$ cat src/rtl/tick_pkg.sv
package tick_pkg;

    // register byte offsets inside the block
    localparam int unsigned OFF_CTRL   = 32'h10;
    localparam int unsigned OFF_RELOAD = 32'h14;
    localparam int unsigned OFF_CUR    = 32'h18;
    localparam int unsigned OFF_CAL    = 32'h1C;

    // control/status bit positions
    localparam int unsigned BIT_RUN  = 0;
    localparam int unsigned BIT_IE   = 1;
    localparam int unsigned BIT_SRC  = 2;
    localparam int unsigned BIT_FLAG = 16;

    typedef struct packed {
        logic run;
        logic ie;
        logic core_src;
    } ctrl_t;

endpackage

$ cat src/rtl/tick_src_sel.sv
module tick_src_sel (
    input  logic core_tick,
    input  logic ref_tick,
    input  logic use_core,
    output logic tick
);
    always_comb begin
        tick = use_core ? core_tick : ref_tick;
    end
endmodule

$ cat src/rtl/tick_counter.sv
module tick_counter #(
    parameter int unsigned CNT_W = 24
) (
    input  logic             clk,
    input  logic             rst_n,
    input  logic             tick,
    input  logic             run,
    input  logic             ie,
    input  logic             clr,
    input  logic [CNT_W-1:0] reload,
    output logic [CNT_W-1:0] cur,
    output logic             wrap,
    output logic             irq
);
    typedef struct packed {
        logic [CNT_W-1:0] cur;
        logic             irq;
    } cnt_st_t;

    cnt_st_t st_d, st_q;
    logic    step;

    always_comb begin
        st_d     = st_q;
        st_d.irq = 1'b0;
        wrap     = 1'b0;
        step     = run && tick && !clr;
        if (clr) begin
            st_d.cur = '0;
        end else if (step) begin
            if (st_q.cur == '0) begin
                st_d.cur = reload;
            end else begin
                st_d.cur = st_q.cur - 1'b1;
                if (st_q.cur == CNT_W'(1)) begin
                    wrap = 1'b1;
                end
            end
        end
        st_d.irq = wrap && ie;
    end

    always_ff @(posedge clk or negedge rst_n) begin
        if (!rst_n) begin
            st_q <= '0;
        end else begin
            st_q <= st_d;
        end
    end

    assign cur = st_q.cur;
    assign irq = st_q.irq;

    AST_DEC_STEP: assert property (@(posedge clk) disable iff (!rst_n)
        (run && tick && !clr && cur != '0) |=> cur == $past(cur) - 1'b1);
    AST_RELOAD_AT_ZERO: assert property (@(posedge clk) disable iff (!rst_n)
        (run && tick && !clr && cur == '0) |=> cur == $past(reload));
    AST_HOLD_IDLE: assert property (@(posedge clk) disable iff (!rst_n)
        (!clr && !(run && tick)) |=> $stable(cur));
    AST_CLR_ZERO: assert property (@(posedge clk) disable iff (!rst_n)
        clr |=> (cur == '0 && !irq));
    AST_IRQ_AT_ZERO: assert property (@(posedge clk) disable iff (!rst_n)
        irq |-> cur == '0);
    AST_IRQ_ONE_CYCLE: assert property (@(posedge clk) disable iff (!rst_n)
        irq |=> !irq);
endmodule

$ cat src/rtl/tick_regs.sv
module tick_regs
    import tick_pkg::*;
#(
    parameter int unsigned          ADDR_W    = 8,
    parameter int unsigned          DATA_W    = 32,
    parameter int unsigned          CNT_W     = 24,
    parameter logic [DATA_W-1:0]    CAL_VALUE = 32'h0000_2710
) (
    input  logic              clk,
    input  logic              rst_n,
    input  logic [ADDR_W-1:0] bus_addr,
    input  logic [DATA_W-1:0] bus_wdata,
    input  logic              bus_wr,
    input  logic              bus_rd,
    output logic [DATA_W-1:0] bus_rdata,
    input  logic [CNT_W-1:0]  cur,
    input  logic              wrap,
    output logic              run,
    output logic              ie,
    output logic              core_src,
    output logic [CNT_W-1:0]  reload,
    output logic              clr_cur
);
    localparam logic [ADDR_W-1:0] A_CTRL   = ADDR_W'(OFF_CTRL);
    localparam logic [ADDR_W-1:0] A_RELOAD = ADDR_W'(OFF_RELOAD);
    localparam logic [ADDR_W-1:0] A_CUR    = ADDR_W'(OFF_CUR);
    localparam logic [ADDR_W-1:0] A_CAL    = ADDR_W'(OFF_CAL);

    typedef struct packed {
        ctrl_t            ctrl;
        logic             flag;
        logic [CNT_W-1:0] reload;
    } reg_st_t;

    reg_st_t st_d, st_q;
    logic    wr_ctrl, wr_reload, rd_ctrl;
    logic    wdata_unused;

    assign wdata_unused = ^bus_wdata;

    always_comb begin
        wr_ctrl   = bus_wr && (bus_addr == A_CTRL);
        wr_reload = bus_wr && (bus_addr == A_RELOAD);
        clr_cur   = bus_wr && (bus_addr == A_CUR);
        rd_ctrl   = bus_rd && (bus_addr == A_CTRL);

        st_d = st_q;
        if (wr_ctrl) begin
            st_d.ctrl.run      = bus_wdata[BIT_RUN];
            st_d.ctrl.ie       = bus_wdata[BIT_IE];
            st_d.ctrl.core_src = bus_wdata[BIT_SRC];
        end
        if (wr_reload) begin
            st_d.reload = bus_wdata[CNT_W-1:0];
        end
        // priority: count write clears, a fresh step sets, a status read clears
        if (clr_cur) begin
            st_d.flag = 1'b0;
        end else if (wrap) begin
            st_d.flag = 1'b1;
        end else if (rd_ctrl) begin
            st_d.flag = 1'b0;
        end
    end

    always_ff @(posedge clk or negedge rst_n) begin
        if (!rst_n) begin
            st_q <= '0;
        end else begin
            st_q <= st_d;
        end
    end

    always_comb begin
        bus_rdata = '0;
        if (bus_rd) begin
            case (bus_addr)
                A_CTRL: begin
                    bus_rdata[BIT_RUN]  = st_q.ctrl.run;
                    bus_rdata[BIT_IE]   = st_q.ctrl.ie;
                    bus_rdata[BIT_SRC]  = st_q.ctrl.core_src;
                    bus_rdata[BIT_FLAG] = st_q.flag;
                end
                A_RELOAD: bus_rdata = DATA_W'(st_q.reload);
                A_CUR:    bus_rdata = DATA_W'(cur);
                A_CAL:    bus_rdata = CAL_VALUE;
                default:  bus_rdata = '0;
            endcase
        end
    end

    assign run      = st_q.ctrl.run;
    assign ie       = st_q.ctrl.ie;
    assign core_src = st_q.ctrl.core_src;
    assign reload   = st_q.reload;

    AST_FLAG_SETS: assert property (@(posedge clk) disable iff (!rst_n)
        wrap |=> st_q.flag);
    AST_READ_CLEARS: assert property (@(posedge clk) disable iff (!rst_n)
        (rd_ctrl && !wrap) |=> !st_q.flag);
    AST_CUR_WR_FLAG: assert property (@(posedge clk) disable iff (!rst_n)
        clr_cur |=> !st_q.flag);
    AST_RELOAD_HOLD: assert property (@(posedge clk) disable iff (!rst_n)
        !wr_reload |=> $stable(st_q.reload));
endmodule

$ cat src/rtl/tick_timer.sv
module tick_timer #(
    parameter int unsigned       ADDR_W    = 8,
    parameter int unsigned       DATA_W    = 32,
    parameter int unsigned       CNT_W     = 24,
    parameter logic [DATA_W-1:0] CAL_VALUE = 32'h0000_2710
) (
    input  logic              clk,
    input  logic              rst_n,
    input  logic [ADDR_W-1:0] bus_addr,
    input  logic [DATA_W-1:0] bus_wdata,
    input  logic              bus_wr,
    input  logic              bus_rd,
    output logic [DATA_W-1:0] bus_rdata,
    input  logic              core_tick_en,
    input  logic              ref_tick_en,
    output logic              irq
);
    logic             run, ie, core_src, clr_cur, tick, wrap;
    logic [CNT_W-1:0] reload, cur;

    tick_regs #(
        .ADDR_W    (ADDR_W),
        .DATA_W    (DATA_W),
        .CNT_W     (CNT_W),
        .CAL_VALUE (CAL_VALUE)
    ) u_regs (
        .clk       (clk),
        .rst_n     (rst_n),
        .bus_addr  (bus_addr),
        .bus_wdata (bus_wdata),
        .bus_wr    (bus_wr),
        .bus_rd    (bus_rd),
        .bus_rdata (bus_rdata),
        .cur       (cur),
        .wrap      (wrap),
        .run       (run),
        .ie        (ie),
        .core_src  (core_src),
        .reload    (reload),
        .clr_cur   (clr_cur)
    );

    tick_src_sel u_src (
        .core_tick (core_tick_en),
        .ref_tick  (ref_tick_en),
        .use_core  (core_src),
        .tick      (tick)
    );

    tick_counter #(
        .CNT_W (CNT_W)
    ) u_cnt (
        .clk    (clk),
        .rst_n  (rst_n),
        .tick   (tick),
        .run    (run),
        .ie     (ie),
        .clr    (clr_cur),
        .reload (reload),
        .cur    (cur),
        .wrap   (wrap),
        .irq    (irq)
    );

    AST_IRQ_NEEDS_IE: assert property (@(posedge clk) disable iff (!rst_n)
        irq |-> $past(ie));
    AST_ZERO_RELOAD_QUIET: assert property (@(posedge clk) disable iff (!rst_n)
        (reload == '0 && cur == '0) |=> !irq);
endmodule

$ cat config.mk
export PLATFORM = sky130hd
export DESIGN_NAME = tick_timer
export DESIGN_NICKNAME = d
export VERILOG_FILES = /design/src/rtl/tick_pkg.sv /design/src/rtl/tick_src_sel.sv /design/src/rtl/tick_counter.sv /design/src/rtl/tick_regs.sv /design/src/rtl/tick_timer.sv
export SDC_FILE = /design/constraint.sdc
export NUM_CORES = 1
export LEC_CHECK = 0
export BUFFER_PORTS_ARGS = -buffer_cell sky130_fd_sc_hd__buf_2
export CAP_MARGIN = 15
export CORE_MARGIN = 5
export CORE_UTILIZATION = 54
export CTS_CLUSTER_DIAMETER = 100
export DETAILED_ROUTE_END_ITERATION = 8
export PLACE_DENSITY = 0.8
export SETUP_SLACK_MARGIN = 0.15
export SLEW_MARGIN = 10
export SYNTH_ARGS = -nofsm -noshare
export SYNTH_HDL_FRONTEND = slang
export SYNTH_SLANG_ARGS = --single-unit
$ cat constraint.sdc
create_clock -name clk -period 3.2 [get_ports clk]
set_clock_uncertainty 0.05 [all_clocks]
set_input_delay 0.64 -clock clk [delete_from_list [all_inputs] [get_ports clk]]
set_output_delay 0.64 -clock clk [all_outputs]
set_load 0.1 [all_outputs]
== Word level (Yosys, flattened, before mapping) ==
Cells that the tools add are included.

* Register bits after elaboration: 53
* Bits of input ports: 46
* Logic and storage cells: 40

* $add $sub $neg: 1
* Eq/ne operators: 5
* Multiplexer cells: 16
* Reductions and logical operators: 11

{| class="wikitable"
|+ Operator list
! cell !! count
|-
| 24-bit 2-to-1 mux || 3
|-
| 13-bit one-hot mux with 3 select lines || 1
|-
| 8-bit by 5-bit == test with 1-bit output (second input constant) || 4
|-
| 32-bit 2-to-1 mux || 1
|-
| 24-bit by 1-bit == test with 1-bit output (second input constant) || 1
|-
| 24-bit logical NOT || 1
|-
| 24-bit by 1-bit subtractor with 24-bit output (second input constant) || 1
|-
| 7-bit one-hot mux with 2 select lines || 1
|-
| 3-bit one-hot mux with 3 select lines || 1
|-
| 1-bit 2-to-1 mux || 8
|-
| 1-bit logical AND || 7
|-
| 1-bit one-hot mux with 3 select lines || 1
|-
| 3-bit nonzero test || 1
|-
| 2-bit nonzero test || 1
|-
| 1-bit logical NOT || 1
|}

== Logic depth before layout (Yosys ltp) ==
Gate-level depths: netlist (run 1).

* Word-level depth: 8
* Gate-level depth with buffers: 9
* Mapped depth without buffers: 7

== Cells and area by module ==
A second synthesis (run 1) with hierarchy kept.

* Cell total of the unflattened synthesis: 382
* Area, all modules: 3594.7 um^2

{| class="wikitable"
|+ Modules (own cells, without submodules)
! module !! times used !! cells an instance !! area each (um^2) !! sequential area each (um^2)
|-
| tick_regs || 1 || 174 || 1833.0 || 700.7
|-
| tick_counter || 1 || 207 || 1746.7 || 625.6
|-
| tick_src_sel || 1 || 1 || 15.0 || 0.0
|}

== Least setup slack after synthesis (run 1) ==
Ideal clock, no wire load.

* Path type: in2out
* Start: input port bus_addr[3]
* End: output port bus_rdata[22]
* Data arrival time: 3.249 ns
* Path slack: -0.739 ns
* Cell stages on the path: 7
* Path buffers: 3
* Path through: clkbuf_1 > nor2b_1 > and3_1 > clkbuf_1 > clkbuf_1 > a22oi_1 > nor2b_1

* Word-level cells in the longest chain between the ends: 3
* Elaborated cells between the ends (all ways): 4
* Those cells by class: eq/ne: 2; mux: 2

{| class="wikitable"
|+ Ends and longest elaborated chain
! element !! RTL line !! RTL
|-
| from (decl) || tick_timer.sv:9 || <nowiki>input logic [ADDR_W-1:0] bus_addr,</nowiki>
|-
| 8-bit by 5-bit == test with 1-bit output || tick_regs.sv:77 || <nowiki>case (bus_addr)</nowiki>
|-
| 7-bit one-hot mux with 2 select lines * || tick_regs.sv:77 ||
|-
| 32-bit 2-to-1 mux * || tick_regs.sv:76 || <nowiki>if (bus_rd) begin</nowiki>
|-
| to (decl) || tick_timer.sv:13 || <nowiki>output logic [DATA_W-1:0] bus_rdata,</nowiki>
|}

Every way passes the cells marked *; elsewhere a longest branch is shown, timed or not.

== Worst setup path in the final report (run 1) ==
* Start: input port bus_addr[3]
* End: output port bus_rdata[23]

The elaborated chain is that of the path after synthesis.

==> results of run 1 <==
[flip-flops by register name, indices dropped and copies added (netlist names)]
name	count
u_regs.st_q	1
u_regs.ie	1
u_cnt.irq	1
u_cnt.cur	24
u_regs.reload	24
u_regs.run	1
u_regs.core_src	1
[cells in the mapped netlist, types with 3 or more instances]
master / count
clkbuf_1: 19
buf_2: 5
nor2_1: 29
nor3_1: 15
a31oi_1: 5
o31ai_1: 3
nor2b_1: 10
and2_1: 3
o21ai_0: 13
buf_4: 9
mux2_2: 28
a21oi_1: 17
mux2i_1: 11
or3_1: 4
o311ai_0: 4
nand4_1: 3
ha_1: 3
a22oi_1: 17
a32oi_1: 7
nand2_1: 29
o22ai_1: 10
dfrtp_1: 53
inv_1: 11
nand3_1: 6
and3_1: 5
nor4_1: 7
o211ai_1: 3
[layer usage]
metal,global-route usage (%),vias up,share of wire [%]
met3,3.07,20,7.1
met4,7.14,0,1.8
li1,-,1449,-
met2,42.0,136,49
met5,0,-,0
met1,34.7,1512,42
[per-stage QoR]
stage	TNS, ps	hold WS (ps)	cell area (um^2)	setup WS [ps]	power [W]
4_1_cts	0	423	4270	234	0.00165
6_report	0	388	4270	379	0.00165
5_1_grt	0	454	4270	286	0.00174
3_3_place_gp	0	464	4180	137	0.00126
3_5_place_dp	0	470	4180	116	0.00128
2_1_floorplan	-3430	294	3480	-456	0.00113
[worst max-delay path by stage]
stage | depth (start not counted) | slack, ps | end | start
6_report | 7 | 380 | bus_rdata[23] | bus_addr[3]
5_1_grt | 7 | 290 | bus_rdata[6] | bus_addr[5]
4_1_cts | 7 | 230 | bus_rdata[6] | bus_addr[5]
3_5_place_dp | 7 | 120 | bus_rdata[15] | bus_addr[5]
3_3_place_gp | 7 | 140 | bus_rdata[6] | bus_addr[5]
2_1_floorplan | 5 | -460 | bus_rdata[10] | bus_addr[5]
[cell type report]
| class | instances | area (um^2) |
|---|---|---|
| Clock buffer | 8 | 80.1 |
| Fill cell | 467 | 1680 |
| Inverter | 11 | 41.3 |
| Multi-Input combinational cell | 270 | 1930 |
| Sequential cell | 53 | 1330 |
| Tap cell | 75 | 93.8 |
| Timing Repair Buffer | 80 | 806 |
[logic make-up (layout without fill, tap and decap cells)]
family / count (synthesis) / count (layout) / synth area share (%)
AND/OR/NAND/NOR: 129 / 129 / 20.7
AO/OA/AOI/OAI: 90 / 90 / 18.2
flip-flops: 53 / 53 / 39.7
buffers and inverters: 47 / 99 / 6.93
multiplexers: 40 / 40 / 13.2
adder cells (fa/ha/maj): 3 / 3 / 1.12
other: 1 / 8 / 0.112
[where the power goes]
part           total, W  internal [W]  switching [W]
logic          0.000456      0.000176       0.000280
clock network  0.000376      0.000156       0.000219
registers      0.000820      0.000733      0.0000875
total           0.00165       0.00106       0.000587
==> results.toml, run 1 <==
[outcome]
status = "completed"

[clock_tree]
clock_sinks = 53
cts_setup_buffers = 0
htreeDepth = 2
cts.path.max_buffers = 2
cts.repair.resized = 1
clock_latency_ps = 310
tritoncts = "yes"
root_buffer = "clkbuf_8"
clkTransAtPathRegs_ps = 100
ctsHoldBuffers = 0
numCtsBuffers = 5

[layout]
fin_nets = 470
final_common_cell = "dfrtp_1"
antenna_cells = 0
utilization_pct = 71.7
area_growth_pct = 27.9
final_cell_mix = "dfrtp_1 (53), buf_2 (38), nand2_1 (29), mux2_2 (28), buf_12 (24)"
layoutNonFillerInstCount = 497
drive_gt1_share_pct = 32.7

[die]
dieWidth_um = 88.7
coreArea_um2 = 5960
die_h_um = 88.7
io_pins = 79
row_count = 28
dieArea_um2 = 7860
initial_core_util_pct = 56.1

[detailed_routing]
num_vias = 3117
routed_via_density = 6.27
routedWlPerCell_um = 19.1
drc = 0
drtPass1Iterations = 5
wirelength_mm = 9.49
antenna_left = 0
drt_iter0_drc = 342

[synthesis]
yosysUniqueCellTypes = 54
ys_warn_count = 0
syn_area_per_cell_um2 = 9.20
synth_edf_count = 0
synth-seq-area-share_pct = 39.7
netlist.area_leader.share_pct = 39.7
ys_top_cells_by_area = "dfrtp_1 (40%), mux2_2 (9.4%), a22oi_1 (3.8%)"
ys.flop_type = "dfrtp_1"
ys_seq_elements = 53
async_reset_ff_share_pct = 100
netlist_instances = 363
synth_area_leader_cell = "dfrtp_1"
netlist_area_um2 = 3340

[grt]
grt_pass1_vias = 3000
grt_antenna_before_repair = 0
grt_max_degree = 54
track_usage_pct = 25.3
grt_overflow_total = 0
grt_pass1_wl_mm = 15.4

[sta]
setup_viol = 0
period_share_pct = 88.2
max_clock_freq_ghz = 0.354
slew_viol_final = 0
final_hold_viol_count = 0
slew-limit-headroom_pct = 54.8
worst_pin_slew_ps = 678
rsz0062_at_grt = "false"
post-route-min-period_ps = 2820

[setup_path]
required_ps = 2510
rr_startpoint = "u_cnt.cur[12]"
cp-end-kind = "output port"
rr_worst_depth = 5
cpPeakStageDelay_ps = 330
cp_top_family = "buffers and inverters"
critPathKind = "in -> out"
path_buf_inv = 3
r2r-end = "u_cnt.cur[2]"
critPathArrivalTime_ps = 2130
rrSetupSlack_ps = 450
startpoint_type = "input port"
critPathMaxFanout = 18
crit_chain = "buf_2 > nor2b_1 > and3_1 > buf_4 > a22oi_1 > nor2b_4 > buf_12"
crit_slowest_cell = "buf_2"

[placed_design]
place_congestion = 0.908
numPlacedInstances = 489
portBuffers = 62
place_hpwl_mm = 6.76

[run]
cap_violations = 0

[worst_hold_path]
hp-class = "in -> async"

[power]
ir_drop_mv = 0.256
p_leak_nw = 1.85
power_density_nw_per_um2 = 387
(Power assumes the default switching activity.)
==> inputs of run 2 (changes only) <==
- CORE_UTILIZATION: 54 -> 55
- PLACE_DENSITY: 0.8 -> 0.81
- SYNTH_HIERARCHICAL: unset -> 1
==> results.toml, run 2 <==
[synthesis]
yosysMostFrequentCell = "dfrtp_1"
netlist_instances = 382
syn_area_per_cell_um2 = 9.41
ys_warn_count = 6
synthTopCellsByCount = "dfrtp_1 (53), buf_4 (32), nor2_1 (29), a21oi_1 (25), nand2_1 (22)"
ys_top_cells_by_area = "dfrtp_1 (37%), mux2_4 (8.8%), buf_4 (6.7%)"
synth-seq-area-share_pct = 36.9
async_reset_ff_share_pct = 100
synth_area_leader_cell = "dfrtp_1"
ys_seq_elements = 53
yosysUniqueCellTypes = 53
synth_edf_count = 0
netlist.area_leader.share_pct = 36.9
netlist_area_um2 = 3590
ys.flop_type = "dfrtp_1"

[layout]
area_growth_pct = 19.9
utilization_pct = 67.9
fin_nets = 471
antenna_cells = 0
drive_gt1_share_pct = 32.4
final_common_cell = "dfrtp_1"
layoutNonFillerInstCount = 500
final_cell_mix = "dfrtp_1 (53), buf_2 (38), a21oi_1 (25), buf_12 (24), nand2_1 (22)"

[sta]
setup_viol = 0
period_share_pct = 85.6
tns_ps = 0
slew-limit-headroom_pct = 54.1
max_clock_freq_ghz = 0.365
worst_pin_slew_ps = 688
post-route-min-period_ps = 2740
final_hold_viol_count = 0
slew_viol_final = 0
setup_ws_ps = 462
rsz0062_at_grt = "false"

[setup_path]
critPathArrivalTime_ps = 2050
cp-end-kind = "output port"
path_buf_inv = 3
crit_slowest_cell = "nor4b_4"
critPathKind = "in -> out"
cp_top_family = "buffers and inverters"
required_ps = 2510
crit_chain = "buf_2 > nor4b_4 > nand3_1 > buf_4 > a21oi_1 > buf_12"
startpoint_type = "input port"
cpPeakStageDelay_ps = 380
rrSetupSlack_ps = 660
critPathMaxFanout = 24

[die]
io_pins = 79
row_count = 29
initial_core_util_pct = 56.6
dieWidth_um = 90.8
coreArea_um2 = 6350
die_h_um = 90.8
dieArea_um2 = 8250

[power]
ir_drop_mv = 0.305
p_leak_nw = 1.93
power_density_nw_per_um2 = 372
power_w = 0.00161

[clock_tree]
clkTransAtPathRegs_ps = 100
root_buffer = "clkbuf_8"
ctsHoldBuffers = 0
clock_latency_ps = 310
cts_setup_buffers = 0
numCtsBuffers = 5
htreeDepth = 2
clock_sinks = 53
cts.repair.resized = 0
cts.path.max_buffers = 2
tritoncts = "yes"

[placed_design]
place_congestion = 0.899
post-place-ws_ps = 453
place_hpwl_mm = 6.70
portBuffers = 62
numPlacedInstances = 492

[grt]
grt_max_degree = 54
grt_overflow_total = 0
grt_antenna_before_repair = 0
grt_pass1_wl_mm = 15.6
track_usage_pct = 22.9
grt_pass1_vias = 3235

[detailed_routing]
routed_via_density = 6.41
num_vias = 3204
drt_iter0_drc = 274
drtPass1Iterations = 5
drc = 0
routedWlPerCell_um = 19.1
antenna_left = 0
wirelength_mm = 9.54

[run]
cap_violations = 0

[worst_hold_path]
hp-class = "in -> async"

[outcome]
status = "completed"
[run 2: cell types whose count changed in the layout (fill, tap and decap cells not counted), sizes merged, moves of 4 or more]
cell,change
o32ai,+7
nor2b,-6
o21ai,+4
o22ai,-5
nand2,-7
a32oi,-5
nor3,-5
nand3,+9
a21oi,+8
[run 2: kinds of logic (layout without fill, tap and decap cells)]
| group | count (synthesis) | count (layout) | share of synthesized area [%] |
|---|---|---|---|
| AO/OA/AOI/OAI | 92 | 92 | 16.6 |
| adder cells (fa/ha/maj) | 3 | 3 | 1.04 |
| buffers and inverters | 66 | 100 | 10.9 |
| flip-flops | 53 | 53 | 36.9 |
| multiplexers | 44 | 44 | 15.5 |
| other | 1 | 8 | 0.104 |
| AND/OR/NAND/NOR | 123 | 123 | 19.0 |
[run 2: worst register-to-register path: cells and delay by family, from the launching register on]
kind / cells / cell delay [ps]
AND/OR/NAND/NOR: 5 / 1980
flip-flops: 1 / 430
[run 2: worst paths after layout]
kind	from	endpoint	depth (start not counted)
max	bus_addr[1]	bus_rdata[0]	6
min	rst_n	u_cnt/cur[9]	2
max reg2reg	u_cnt/cur[18]	u_cnt/cur[23]	5
min reg2reg	u_regs/st_q[24]	u_regs/st_q[24]	1
max in group asynchronous	rst_n	u_cnt/cur[20]	2
min in group clk	u_regs/st_q[24]	u_regs/st_q[24]	1
[run 2: per-stage QoR]
stage	hold slack, ps	instance area, um^2
2_1_floorplan	294	3660
3_3_place_gp	440	4210
3_5_place_dp	449	4210
4_1_cts	418	4310
5_1_grt	440	4310
6_report	386	4310
[run 2: area by class of cell]
cell class                 count  area, um^2
clock buffer                   6        82.6
clock inverter                 2        13.8
fill                         494        2040
inverter                      13        48.8
multi-input combinational    270        1940
sequential                    53        1330
tap                           77        96.3
timing repair buffer          79         798
[run 2: metal layers]
metal	wire, um	vias up	GRT usage [%]
li1	-	1461	-
met1	3810	1551	29.8
met2	4740	168	37.7
met3	771	24	4.75
met4	212	0	7.95
met5	0	-	0
[run 2: where the power goes]
part,internal [W],switching (W)
logic,0.000156,0.000229
registers,0.000729,0.0000828
clock network,0.000176,0.000233
==> inputs of run 3 (changes only) <==
- CORE_UTILIZATION: 55 -> 59
- PLACE_DENSITY: 0.81 -> 0.86
- clock period: 3.2 -> 3.47 ns (I/O delays scaled with it)
==> results.toml, run 3 (synthesis results as in run 2) <==
[outcome]
status = "completed"

[detailed_routing]
num_vias = 3226
antenna_left = 0
routedWlPerCell_um = 19.7
drtPass1Iterations = 6
routed_via_density = 6.50
drt_iter0_drc = 433
wirelength_mm = 9.75
drc = 0

[sta]
setup_viol = 0
setup_ws_ps = 601
max_clock_freq_ghz = 0.349
slew_viol_final = 0
final_hold_viol_count = 0
period_share_pct = 82.7
worst_pin_slew_ps = 834
rsz0062_at_grt = "false"
slew-limit-headroom_pct = 43.6
post-route-min-period_ps = 2870

[setup_path]
rrSetupSlack_ps = 740
critPathKind = "in -> out"
crit_chain = "buf_2 > nor4b_4 > nand3_1 > buf_4 > a21oi_1 > buf_12"
crit_slowest_cell = "nor4b_4"
cp_top_family = "buffers and inverters"
cp.depth = 6
path_buf_inv = 3
rr_worst_depth = 7
critPathArrivalTime_ps = 2120
cp-end-kind = "output port"
startpoint_type = "input port"
required_ps = 2730
cpPeakStageDelay_ps = 400
critPathMaxFanout = 24

[placed_design]
place_congestion = 0.928
numPlacedInstances = 488
place_hpwl_mm = 6.82
portBuffers = 62
post-place-ws_ps = 618

[power]
netSwitchingFraction_pct = 32.1
combPwrFrac_pct = 22.8
switchingPower_w = 0.000495
clock_power_share_pct = 28.6
power_w = 0.00154
p_leak_nw = 1.93
power_density_nw_per_um2 = 359
ir_drop_mv = 0.272
internal_power_w = 0.00105
pwr-share-seq_pct = 48.6

[die]
dieArea_um2 = 7750
die_h_um = 88.1
io_pins = 79
coreArea_um2 = 5920
dieWidth_um = 88.1
row_count = 28
initial_core_util_pct = 60.7

[grt]
grt_pass1_wl_mm = 15.9
track_usage_pct = 26.5
grt_pass1_vias = 3253
grt_max_degree = 35
grt_antenna_before_repair = 0
grt_overflow_total = 0

[run]
cap_violations = 0

[layout]
final_common_cell = "dfrtp_1"
fillers = 428
fin_nets = 469
utilization_pct = 72.6
antenna_cells = 0
layoutNonFillerInstCount = 496
final_cell_mix = "dfrtp_1 (53), buf_2 (38), a21oi_1 (25), buf_12 (24), nand2_1 (22)"
drive_gt1_share_pct = 31.8
area_growth_pct = 19.6

[clock_tree]
numCtsBuffers = 5
cts.repair.resized = 0
htreeDepth = 2
clock_sinks = 53
root_buffer = "clkbuf_8"
tritoncts = "yes"
cts_setup_buffers = 0
ctsHoldBuffers = 0
clock_latency_ps = 310
cts.path.max_buffers = 2
clkTransAtPathRegs_ps = 90

[worst_hold_path]
hp-class = "in -> async"
-- run 3: cell count changes in the layout (fill, tap and decap cells not counted) --
cell       delta
nor2_2        +3
bufinv_16     +1
clkbuf_1      +1
clkinv_4      -1
nor2_4        -3
buf_4         -2
clkinv_2      -1
-- run 3: power groups by stage --
stage,Clock [W],Sequential [W],Combinational (W)
final,0.000442,0.000751,0.000352
after global routing,0.000485,0.000762,0.000382
after CTS,0.000447,0.000749,0.000347
after detailed placement,0,0.000762,0.000343
after global placement,0,0.000757,0.000331
after floorplan,0,0.000737,0.000277
-- run 3: layout make-up --
| type | count | area [um^2] | share of cell area (%) |
|---|---|---|---|
| multi-input combinational | 270 | 1930 | 44.9 |
| sequential | 53 | 1330 | 30.9 |
| timing repair buffer | 77 | 783 | 18.2 |
| tap | 75 | 93.8 | 2.18 |
| clock buffer | 7 | 86.3 | 2.01 |
| inverter | 13 | 48.8 | 1.14 |
| clock inverter | 1 | 30.0 | 0.699 |
-- run 3: stage by stage --
stage / hold WS (ps) / area, um^2 / TNS (ps)
finish: 398 / 4300 / 0
global route: 453 / 4300 / 0
CTS: 419 / 4300 / 0
detailed placement: 446 / 4180 / 0
global placement: 442 / 4180 / 0
floorplan: 348 / 3650 / -1870
-- run 3: path summary, 6_finish.rpt --
path / endpoint / startpoint
worst max-delay path: bus_rdata[16] / bus_addr[1]
min in group clk: u_regs/st_q[24] / u_regs/st_q[24]
max in group asynchronous: u_regs/reload[19] / rst_n
worst min register to register: u_regs/st_q[24] / u_regs/st_q[24]
worst max register to register: u_cnt/cur[14] / u_cnt/cur[0]
worst min-delay path: u_regs/reload[9] / rst_n
-- run 3: routing by layer --
metal / vias up / track usage, % / wire, um
li1: 1448 / - / -
met1: 1529 / 33.4 / 3730
met2: 192 / 44.5 / 4770
met3: 57 / 5.36 / 868
met4: 0 / 10.9 / 383
met5: - / 0 / 0
